--- src/rtl/pinctl_pkg.sv ---
package pinctl_pkg;

    typedef enum logic [1:0] {
        GRP_DIR = 2'd0,
        GRP_OUT = 2'd1,
        GRP_FLT = 2'd2,
        GRP_DRV = 2'd3
    } grp_e;

    // decoded instruction
    typedef struct packed {
        logic       valid;    // sub-op belongs to the pin family
        logic       is_test;  // input test rather than a write
        grp_e       grp;
        logic [2:0] sel;      // value / combine selector
        logic       tgt_c;    // test writes C (else Z)
        logic       ret;      // write returns old bit into flags
    } op_t;

endpackage

--- src/rtl/pinctl_decode.sv ---
module pinctl_decode
    import pinctl_pkg::*;
#(
    parameter int OP_W = 9
) (
    input  logic [OP_W-1:0] sub_op,
    input  logic            wr_c,
    input  logic            wr_z,
    output op_t             op
);
    localparam logic [3:0] FAMILY = 4'b0010;

    always_comb begin
        op.valid   = (sub_op[OP_W-1:OP_W-4] == FAMILY);
        op.grp     = grp_e'(sub_op[4:3]);
        op.sel     = sub_op[2:0];
        op.is_test = (sub_op[4:3] == 2'b00) && (wr_c ^ wr_z);
        op.tgt_c   = wr_c;
        op.ret     = wr_c & wr_z;
    end
endmodule

--- src/rtl/pinctl_index.sv ---
module pinctl_index #(
    parameter int PIN_W   = 6,
    parameter int FIELD_W = 9,
    parameter int D_W     = 32
) (
    input  logic               imm_sel,
    input  logic [FIELD_W-1:0] d_imm,
    input  logic [D_W-1:0]     d_reg,
    output logic [PIN_W-1:0]   pin
);
    // upper bits carry no meaning for pin selection
    logic unused_hi;
    assign unused_hi = ^{d_imm[FIELD_W-1:PIN_W], d_reg[D_W-1:PIN_W]};

    assign pin = imm_sel ? d_imm[PIN_W-1:0] : d_reg[PIN_W-1:0];
endmodule

--- src/rtl/pinctl_value.sv ---
module pinctl_value (
    input  logic [2:0] sel,
    input  logic       flag_c,
    input  logic       flag_z,
    input  logic       rnd_bit,
    input  logic       old_bit,
    output logic       new_bit
);
    always_comb begin
        unique case (sel)
            3'd0:    new_bit = 1'b0;
            3'd1:    new_bit = 1'b1;
            3'd2:    new_bit = flag_c;
            3'd3:    new_bit = ~flag_c;
            3'd4:    new_bit = flag_z;
            3'd5:    new_bit = ~flag_z;
            3'd6:    new_bit = rnd_bit;
            default: new_bit = ~old_bit;
        endcase
    end
endmodule

--- src/rtl/pinctl_flags.sv ---
module pinctl_flags
    import pinctl_pkg::*;
(
    input  logic en,
    input  op_t  op,
    input  logic in_bit,
    input  logic old_bit,
    input  logic flag_c,
    input  logic flag_z,
    output logic nxt_c,
    output logic nxt_z
);
    logic probe;
    logic cur;
    logic res;

    always_comb begin
        nxt_c = flag_c;
        nxt_z = flag_z;
        probe = in_bit ^ op.sel[0];
        cur   = op.tgt_c ? flag_c : flag_z;
        unique case (op.sel[2:1])
            2'b00:   res = probe;
            2'b01:   res = cur & probe;
            2'b10:   res = cur | probe;
            default: res = cur ^ probe;
        endcase
        if (en && op.valid) begin
            if (op.is_test) begin
                if (op.tgt_c) nxt_c = res;
                else          nxt_z = res;
            end else if (op.ret) begin
                nxt_c = old_bit;
                nxt_z = ~old_bit;
            end
        end
    end
endmodule

--- src/rtl/pin_bank_ctrl.sv ---
module pin_bank_ctrl
    import pinctl_pkg::*;
#(
    parameter int PIN_W   = 6,
    parameter int FIELD_W = 9,
    parameter int D_W     = 32,
    parameter int OP_W    = 9
) (
    input  logic               clk,
    input  logic               rst_n,
    input  logic               en,
    input  logic               wr_c,
    input  logic               wr_z,
    input  logic               imm_sel,
    input  logic [FIELD_W-1:0] d_imm,
    input  logic [D_W-1:0]     d_reg,
    input  logic [OP_W-1:0]    sub_op,
    input  logic               flag_c,
    input  logic               flag_z,
    input  logic               rnd_bit,
    input  logic [63:0]        pin_in,
    output logic [63:0]        dir_q,
    output logic [63:0]        out_q,
    output logic               nxt_c,
    output logic               nxt_z
);
    localparam int NPINS = 1 << PIN_W;

    typedef struct packed {
        logic [NPINS-1:0] dir;
        logic [NPINS-1:0] out;
    } bank_t;

    bank_t            bank_q, bank_d;
    op_t              op;
    logic [PIN_W-1:0] pin;
    logic             old_dir, old_out, old_tgt, new_bit;

    pinctl_decode #(.OP_W(OP_W)) u_dec (
        .sub_op (sub_op),
        .wr_c   (wr_c),
        .wr_z   (wr_z),
        .op     (op)
    );

    pinctl_index #(.PIN_W(PIN_W), .FIELD_W(FIELD_W), .D_W(D_W)) u_idx (
        .imm_sel (imm_sel),
        .d_imm   (d_imm),
        .d_reg   (d_reg),
        .pin     (pin)
    );

    assign old_dir = bank_q.dir[pin];
    assign old_out = bank_q.out[pin];
    assign old_tgt = (op.grp == GRP_DIR) ? old_dir : old_out;

    pinctl_value u_val (
        .sel     (op.sel),
        .flag_c  (flag_c),
        .flag_z  (flag_z),
        .rnd_bit (rnd_bit),
        .old_bit (old_tgt),
        .new_bit (new_bit)
    );

    pinctl_flags u_flg (
        .en      (en),
        .op      (op),
        .in_bit  (pin_in[pin]),
        .old_bit (old_tgt),
        .flag_c  (flag_c),
        .flag_z  (flag_z),
        .nxt_c   (nxt_c),
        .nxt_z   (nxt_z)
    );

    always_comb begin
        bank_d = bank_q;
        if (en && op.valid && !op.is_test) begin
            unique case (op.grp)
                GRP_DIR: bank_d.dir[pin] = new_bit;
                GRP_OUT: bank_d.out[pin] = new_bit;
                GRP_FLT: begin
                    bank_d.out[pin] = new_bit;
                    bank_d.dir[pin] = 1'b0;
                end
                default: begin
                    bank_d.out[pin] = new_bit;
                    bank_d.dir[pin] = 1'b1;
                end
            endcase
        end
    end

    always_ff @(posedge clk or negedge rst_n) begin
        if (!rst_n) bank_q <= '0;
        else        bank_q <= bank_d;
    end

    assign dir_q = bank_q.dir;
    assign out_q = bank_q.out;

    // disabled instruction leaves state alone
    a_r10_hold_regs: assert property (@(posedge clk) disable iff (!rst_n)
        !en |=> ($stable(dir_q) && $stable(out_q)));
    a_r10_hold_flags: assert property (@(posedge clk) disable iff (!rst_n)
        !en |-> (nxt_c == flag_c && nxt_z == flag_z));
    // input tests never write a register
    a_r3_test_no_write: assert property (@(posedge clk) disable iff (!rst_n)
        (en && sub_op[8:3] == 6'b001000 && (wr_c != wr_z)) |=> ($stable(dir_q) && $stable(out_q)));
    // float clears, drive sets the direction bit
    a_r8_float_dir: assert property (@(posedge clk) disable iff (!rst_n)
        (en && sub_op[8:3] == 6'b001010) |=> (dir_q[$past(pin)] == 1'b0));
    a_r8_drive_dir: assert property (@(posedge clk) disable iff (!rst_n)
        (en && sub_op[8:3] == 6'b001011) |=> (dir_q[$past(pin)] == 1'b1));
    // returned flags are complementary
    a_r9_ret_pair: assert property (@(posedge clk) disable iff (!rst_n)
        (en && sub_op[8:5] == 4'b0010 && wr_c && wr_z) |-> (nxt_z == !nxt_c));
    // unrecognized sub-op is a no-op
    a_r11_unknown: assert property (@(posedge clk) disable iff (!rst_n)
        (sub_op[8:5] != 4'b0010) |=> ($stable(dir_q) && $stable(out_q)));
    // a single instruction touches at most one direction and one output bit
    a_r5_one_dir_bit: assert property (@(posedge clk) disable iff (!rst_n)
        1'b1 |=> ($countones(dir_q ^ $past(dir_q)) <= 1));
    a_r7_one_out_bit: assert property (@(posedge clk) disable iff (!rst_n)
        1'b1 |=> ($countones(out_q ^ $past(out_q)) <= 1));
endmodule

--- config.mk ---
export PLATFORM = sky130hd
export DESIGN_NAME = pin_bank_ctrl
export DESIGN_NICKNAME = d
export VERILOG_FILES = /design/src/rtl/pinctl_pkg.sv /design/src/rtl/pinctl_decode.sv /design/src/rtl/pinctl_index.sv /design/src/rtl/pinctl_value.sv /design/src/rtl/pinctl_flags.sv /design/src/rtl/pin_bank_ctrl.sv
export SDC_FILE = /design/constraint.sdc
export NUM_CORES = 1
export LEC_CHECK = 0
export BUFFER_PORTS_ARGS = -buffer_cell sky130_fd_sc_hd__buf_4
export CELL_PAD_IN_SITES_DETAIL_PLACEMENT = 1
export CELL_PAD_IN_SITES_GLOBAL_PLACEMENT = 1
export CORE_MARGIN = 4
export CORE_UTILIZATION = 38
export DETAILED_ROUTE_END_ITERATION = 12
export PLACE_DENSITY = 0.81
export SLEW_MARGIN = 20
export SYNTH_ARGS = -nofsm -noshare
export SYNTH_HDL_FRONTEND = slang
export SYNTH_SLANG_ARGS = --single-unit
export TNS_END_PERCENT = 100
--- constraint.sdc ---
create_clock -name clk -period 3.49 [get_ports clk]
set_clock_uncertainty 0.15 [all_clocks]
set_input_delay 0.1745 -clock clk [delete_from_list [all_inputs] [get_ports clk]]
set_output_delay 0.1745 -clock clk [all_outputs]
set_load 0.02 [all_outputs]
==> After elaboration in Yosys (flattened, before gate mapping) <==
Index checks and enable logic that the tools add are counted.
{ "word_totals": {"register_bits": 128, "in_bits": 123, "wordCells": 63} }
{ "classes": {"n_lt_le_gt_ge": 2, "n_eq_ne": 11, "muxes": 24, "bitwise": 14, "reduce_logical": 10} }
{ "op_table": {"columns": ["operator", "n"], "rows": [
  ["64-bit case mux with 3 select lines", 1],
  ["64-bit bitwise mux", 2],
  ["64-bit bitwise AND", 1],
  ["64-bit inverter", 1],
  ["64-bit OR", 1],
  ["1-bit binary-select mux with 6-bit select", 3],
  ["1-bit two-way mux", 14],
  ["3-bit equality test (second input constant)", 3],
  ["6-bit by 7-bit less-than comparator with 1-bit output (second input constant)", 1],
  ["1-bit case mux with 7 select lines", 1],
  ["1-bit demux with 6-bit select", 1],
  ["3-bit by 2-bit equality test with 1-bit output (second input constant)", 2],
  ["6-bit by 1-bit greater-or-equal comparator with 1-bit output (second input constant)", 1],
  ["6-bit two-way mux", 1],
  ["1-bit inverter", 5],
  ["2-bit by 1-bit equality test with 1-bit output (second input constant)", 2],
  ["2-bit equality test (second input constant)", 2],
  ["4-bit by 2-bit equality test with 1-bit output (second input constant)", 1],
  ["1-bit logical AND", 4],
  ["2-bit logical NOT", 2],
  ["2-bit AND reduction", 2],
  ["3-bit by 1-bit equality test with 1-bit output (second input constant)", 1],
  ["3-bit logical NOT", 1],
  ["1-bit case mux with 3 select lines", 1],
  ["other kinds (4)", 7]
]} }

==> Depth between registers and ports, before layout <==
{ "logic_depth": {"ltp_word": 9, "ltp_mapped": 17, "ltp_nobuf": 13} }

==> Hierarchy <==
A second synthesis with hierarchy kept.
{ "hier_totals": {"cells_unflattened": 784, "hier_area_um2": 7547.2} }
{ "modules_own_cells": {"columns": ["module", "instances", "cells_each", "area_per_inst_um2", "seq_area_each_um2"], "rows": [
  ["pin_bank_ctrl", 1, 742, 7153.1, 3203.1],
  ["pinctl_flags", 1, 18, 155.1, 0.0],
  ["pinctl_index", 1, 7, 101.3, 0.0],
  ["pinctl_decode", 1, 9, 80.1, 0.0],
  ["pinctl_value", 1, 8, 57.6, 0.0]
]} }

==> Least setup slack after synthesis <==
No wires, ideal clock.
{ "synth_path": {"path_kind": "input to output", "startpoint": "input port d_imm[2]", "endpoint": "output port nxt_c", "arrival_ps": 3428, "t_required_ps": 3165, "path_slack_ps": -263, "cell_stages": 16, "n_path_buf": 4, "path_cell_list": "clkbuf_1 -> mux2_2 -> buf_4 -> buf_4 -> buf_4 -> o221ai_1 -> a22o_1 -> a222oi_1 -> nand4_1 -> xnor2_1 -> ha_1 -> nand2b_1 -> o211ai_1 -> o21ai_0 -> a21oi_1 -> o311ai_0"} }
{ "synth_between": {"elab_chain_cells": 9, "word_cells_on_any_way": 17, "cone_classes": "mux: 13; bitwise: 4"} }
{ "synth_rtl": {"columns": ["item", "line", "rtl"], "rows": [
  ["start: declaration", "pin_bank_ctrl.sv:15", "input logic [FIELD_W-1:0] d_imm,"],
  ["6-bit two-way mux *", "pinctl_index.sv:15", "assign pin = imm_sel ? d_imm[PIN_W-1:0] : d_reg[PIN_W-1:0];"],
  ["1-bit binary-select mux with 6-bit select", "pin_bank_ctrl.sv:69", ".in_bit (pin_in[pin]),"],
  ["1-bit two-way mux (not written as such)", "pin_bank_ctrl.sv:69", null],
  ["1-bit XOR", "pinctl_flags.sv:20", "probe = in_bit ^ op.sel[0];"],
  ["1-bit XOR, or another cell as far along", "pinctl_flags.sv:26", "default: res = cur ^ probe;"],
  ["1-bit case mux with 3 select lines", "pinctl_flags.sv:22", "unique case (op.sel[2:1])"],
  ["1-bit two-way mux", "pinctl_flags.sv:30", "if (op.tgt_c) nxt_c = res;"],
  ["1-bit two-way mux *", "pinctl_flags.sv:29", "if (op.is_test) begin"],
  ["1-bit two-way mux *", "pinctl_flags.sv:28", "if (en && op.valid) begin"],
  ["end: declaration", "pin_bank_ctrl.sv:24", "output logic nxt_c,"]
]} }
Every way passes the cells marked *; elsewhere a longest branch is shown, timed or not. The select of a mux whose other input is x is not followed.

==> Final worst setup path <==
{ "layout_path": {"startpoint": "input port imm_sel", "endpoint": "output port nxt_c"} }
{ "layout_between": {"elab_chain_cells": 9, "word_cells_on_any_way": 17, "cone_classes": "mux: 13; bitwise: 4"} }
{ "layout_rtl": {"columns": ["item", "line", "rtl"], "rows": [
  ["start: declaration", "pin_bank_ctrl.sv:14", "input logic imm_sel,"],
  ["6-bit two-way mux *", "pinctl_index.sv:15", null],
  ["1-bit binary-select mux with 6-bit select", "pin_bank_ctrl.sv:69", null],
  ["1-bit two-way mux (not written as such)", "pin_bank_ctrl.sv:69", null],
  ["1-bit XOR", "pinctl_flags.sv:20", null],
  ["1-bit XOR, or another cell as far along", "pinctl_flags.sv:26", null],
  ["1-bit case mux with 3 select lines", "pinctl_flags.sv:22", null],
  ["1-bit two-way mux", "pinctl_flags.sv:30", null],
  ["1-bit two-way mux *", "pinctl_flags.sv:29", null],
  ["1-bit two-way mux *", "pinctl_flags.sv:28", null]
]} }
Marks and branches as above.

==> flow_summary_export.csv <==
group,metric,value,unit
die,initial_utilization,39.3,%
final_layout,layout_commonest_cell,"buf_4",
die,core_area,0.0197,mm2
critical_path,r2r-end,"out_q[40]",
grt,grt_first_pass_wirelength,53.4,mm
synth,ys.flop_type,"dfrtp_1",
synth,syn_inst,811,
status,status,"complete, no violations",
critical_path,cp.required,3170,ps
clock_tree,path_clk_slew,60,ps
routing,drt_iter0_markers,809,
final_layout,fillCellCount,2221,
grt,grt_max_degree,83,
final_layout,fin_util,55.4,%
critical_path,reg2reg_from,"out_q[7]",
sta,setup_viol,0,
routing,via_per_inst,6.24,
sta,slew_headroom,37.8,%
place,io_buffer_count,223,
place,placed_cell_area,0.0101,mm2
synth,synth_edf_count,0,
final_layout,final_layout_size_suffix_gt1_share,40.7,%
critical_path,cp_top_family,"simple AND/OR/NAND/NOR gates",
grt,grt_pass1_vias,8929,
die,io_pins,253,
sta,post-route-period-util,99.6,%
critical_path,reg2regPathDepth,10,
critical_path,path_max_fanout,8,
clock_tree,clock_path_buffers,2,
synth,synth_nets,936,
clock_tree,cts_sinks,128,
final_layout,finalInstanceArea,0.0109,mm2
clock_tree,cts_root_buffer,"clkbuf_16",
place,gp_congestion,0.925,
final_layout,syn_to_final_growth,41.2,%
critical_path,criticalPathCategory,"input port to output port",
sta,rsz0062_at_grt,"true",
critical_path,cp-start-kind,"input port",
sta,period_minus_slack,3480,ps
sta,fin_ws,13.8,ps
final_layout,final_cell_count_no_fill,1367,
clock_tree,cts_max_level,4,
critical_path,critPathBufInv,2,
routing,ant_nets,0,
min_path,worstHoldPathType,"input port to async pin",
final_layout,final_nets,1214,
grt,grt_remaining_overflow,0,
final_layout,final_cell_mix,"buf_4 (310), dfrtp_1 (128), nand2_1 (91)",
routing,drc,0,
pwr,p_leak,0.00518,uW
synth,ys_seq_elements,128,
place,dpl.cell_count,1323,
place,place_ws,-309,ps
synth,synth_area,0.00774,mm2
critical_path,arrival,3150,ps
critical_path,worst_path_max_delay_cell,"nor2_1",
synth,yosysWarnings,0,
clock_tree,cts_made_buffers,17,
grt,track_usage,31.1,%
pwr,power.density,383,mW/mm2
routing,vias,8533,
place,dp_hpwl,25.7,mm
critical_path,path_cells,"buf_12 > mux2_4 > nor2_1 > nand3_1 > a31oi_1 > a21oi_1 > nand4_1 > xnor2_2 > ha_1 > nand2b_4 > o211ai_1 > o21ai_1 > a21oi_2 > o311ai_2 > buf_4",
critical_path,r2r_slack,610,ps
run,maxCapViolations,0,
routing,routed_wl,36.1,mm
synth,synth_cell_types,71,
sta,tightest_slew,929,ps
final_layout,antenna_cells,0,
synth,yosysSeqAreaShare,41.4,%
sta,whs,180,ps
clock_tree,clkLatencyLatePin,420,ps
critical_path,max_stage_delay,720,ps
routing,wl_per_cell,26.4,um
clock_tree,cts_tree,"yes",
die,die_width,151,um
die,num_rows,51,
sta,finalHoldViolations,0,
die,chipHeight,151,um
synth,syn_avg_cell_area,9.54,um2
sta,maxSlewViolCount,0,
grt,antenna_found_initial,0,
routing,drtPass1Iterations,6,
pwr,ir_drop,284,uV
critical_path,worstSetupEndpointType,"output port",
synth,async_reset_ff_share,100,%
die,die-area,0.0227,mm2
sta,clock.fmax,288,MHz
[final cells by class]
class                           count  area [um2]  share of cell area, %
Inverter                            9        33.8                  0.309
Tap cell                          265         332                   3.03
Sequential cell                   128        3200                   29.3
Clock buffer                       20         447                   4.09
Clock inverter                     12         135                   1.24
Timing Repair Buffer              325        2580                   23.6
Multi-Input combinational cell    608        4200                   38.5
[metal layers]
metal | global-route usage (%) | vias up | wire [um] | part of all wire [%]
met5 | 0 | - | 0 | 0
met4 | 13.0 | 0 | 1510 | 4.2
met3 | 7.19 | 115 | 3710 | 10
met2 | 52.4 | 518 | 17300 | 48
met1 | 38.4 | 4288 | 13500 | 37
li1 | - | 3612 | - | -
[synthesized netlist by cell type (all sizes together), types with 13 or more instances]
| master | instances | area (um2) |
|---|---|---|
| buf | 40 | 305 |
| nor3 | 21 | 105 |
| o21ai | 16 | 80.1 |
| mux2i | 33 | 334 |
| a21oi | 76 | 384 |
| o22ai | 17 | 106 |
| nand2 | 94 | 353 |
| nand3 | 13 | 65.1 |
| dfrtp | 128 | 3200 |
| clkbuf | 26 | 97.6 |
| nor2 | 70 | 263 |
| a31oi | 53 | 347 |
| mux2 | 80 | 908 |
[power by group]
group / internal, uW / switching [uW]
Combinational: 361 / 491
Sequential: 1510 / 31.6
Clock: 1070 / 716
Total: 2950 / 1240
[cell families after synthesis]
logic type	Yosys count	synth area share, %
compound gates	238	20.5
simple gates	251	15.1
mux	116	16.9
xor+xnor	1	0.113
flops	128	41.4
buf+inv	75	5.64
fa+ha+maj	2	0.323
[flip-flops by register name, indices dropped and copies added (netlist names)]
register,flops
dir_q,64
out_q,64
[what timing repair did]
item,CTS,global route
setup endpoints to repair,2,2
endpoints found under the hold margin,46,0
resized for setup,12,20
pin swaps,5,7
setup buffers,8,2
hold buffers,1,0
gates cloned,0,1
[how the worst max path moves through the flow]
stage	startpoint	end	slack (ps)	cells after the start
6_report	imm_sel	nxt_c	10	15
3_5_place_dp	imm_sel	nxt_z	-310	16
3_3_place_gp	imm_sel	nxt_z	-250	16
2_1_floorplan	d_imm[2]	nxt_z	50	16
4_1_cts	imm_sel	nxt_c	20	16
5_1_grt	imm_sel	nxt_c	-160	16
[metrics by stage]
step	total power, uW	setup TNS, ps
floorplan	1960	0
global placement	2330	-469
detailed placement	2350	-660
CTS	4140	0
global route	4310	-276
finish	4190	0
(Power assumes the default switching activity.)
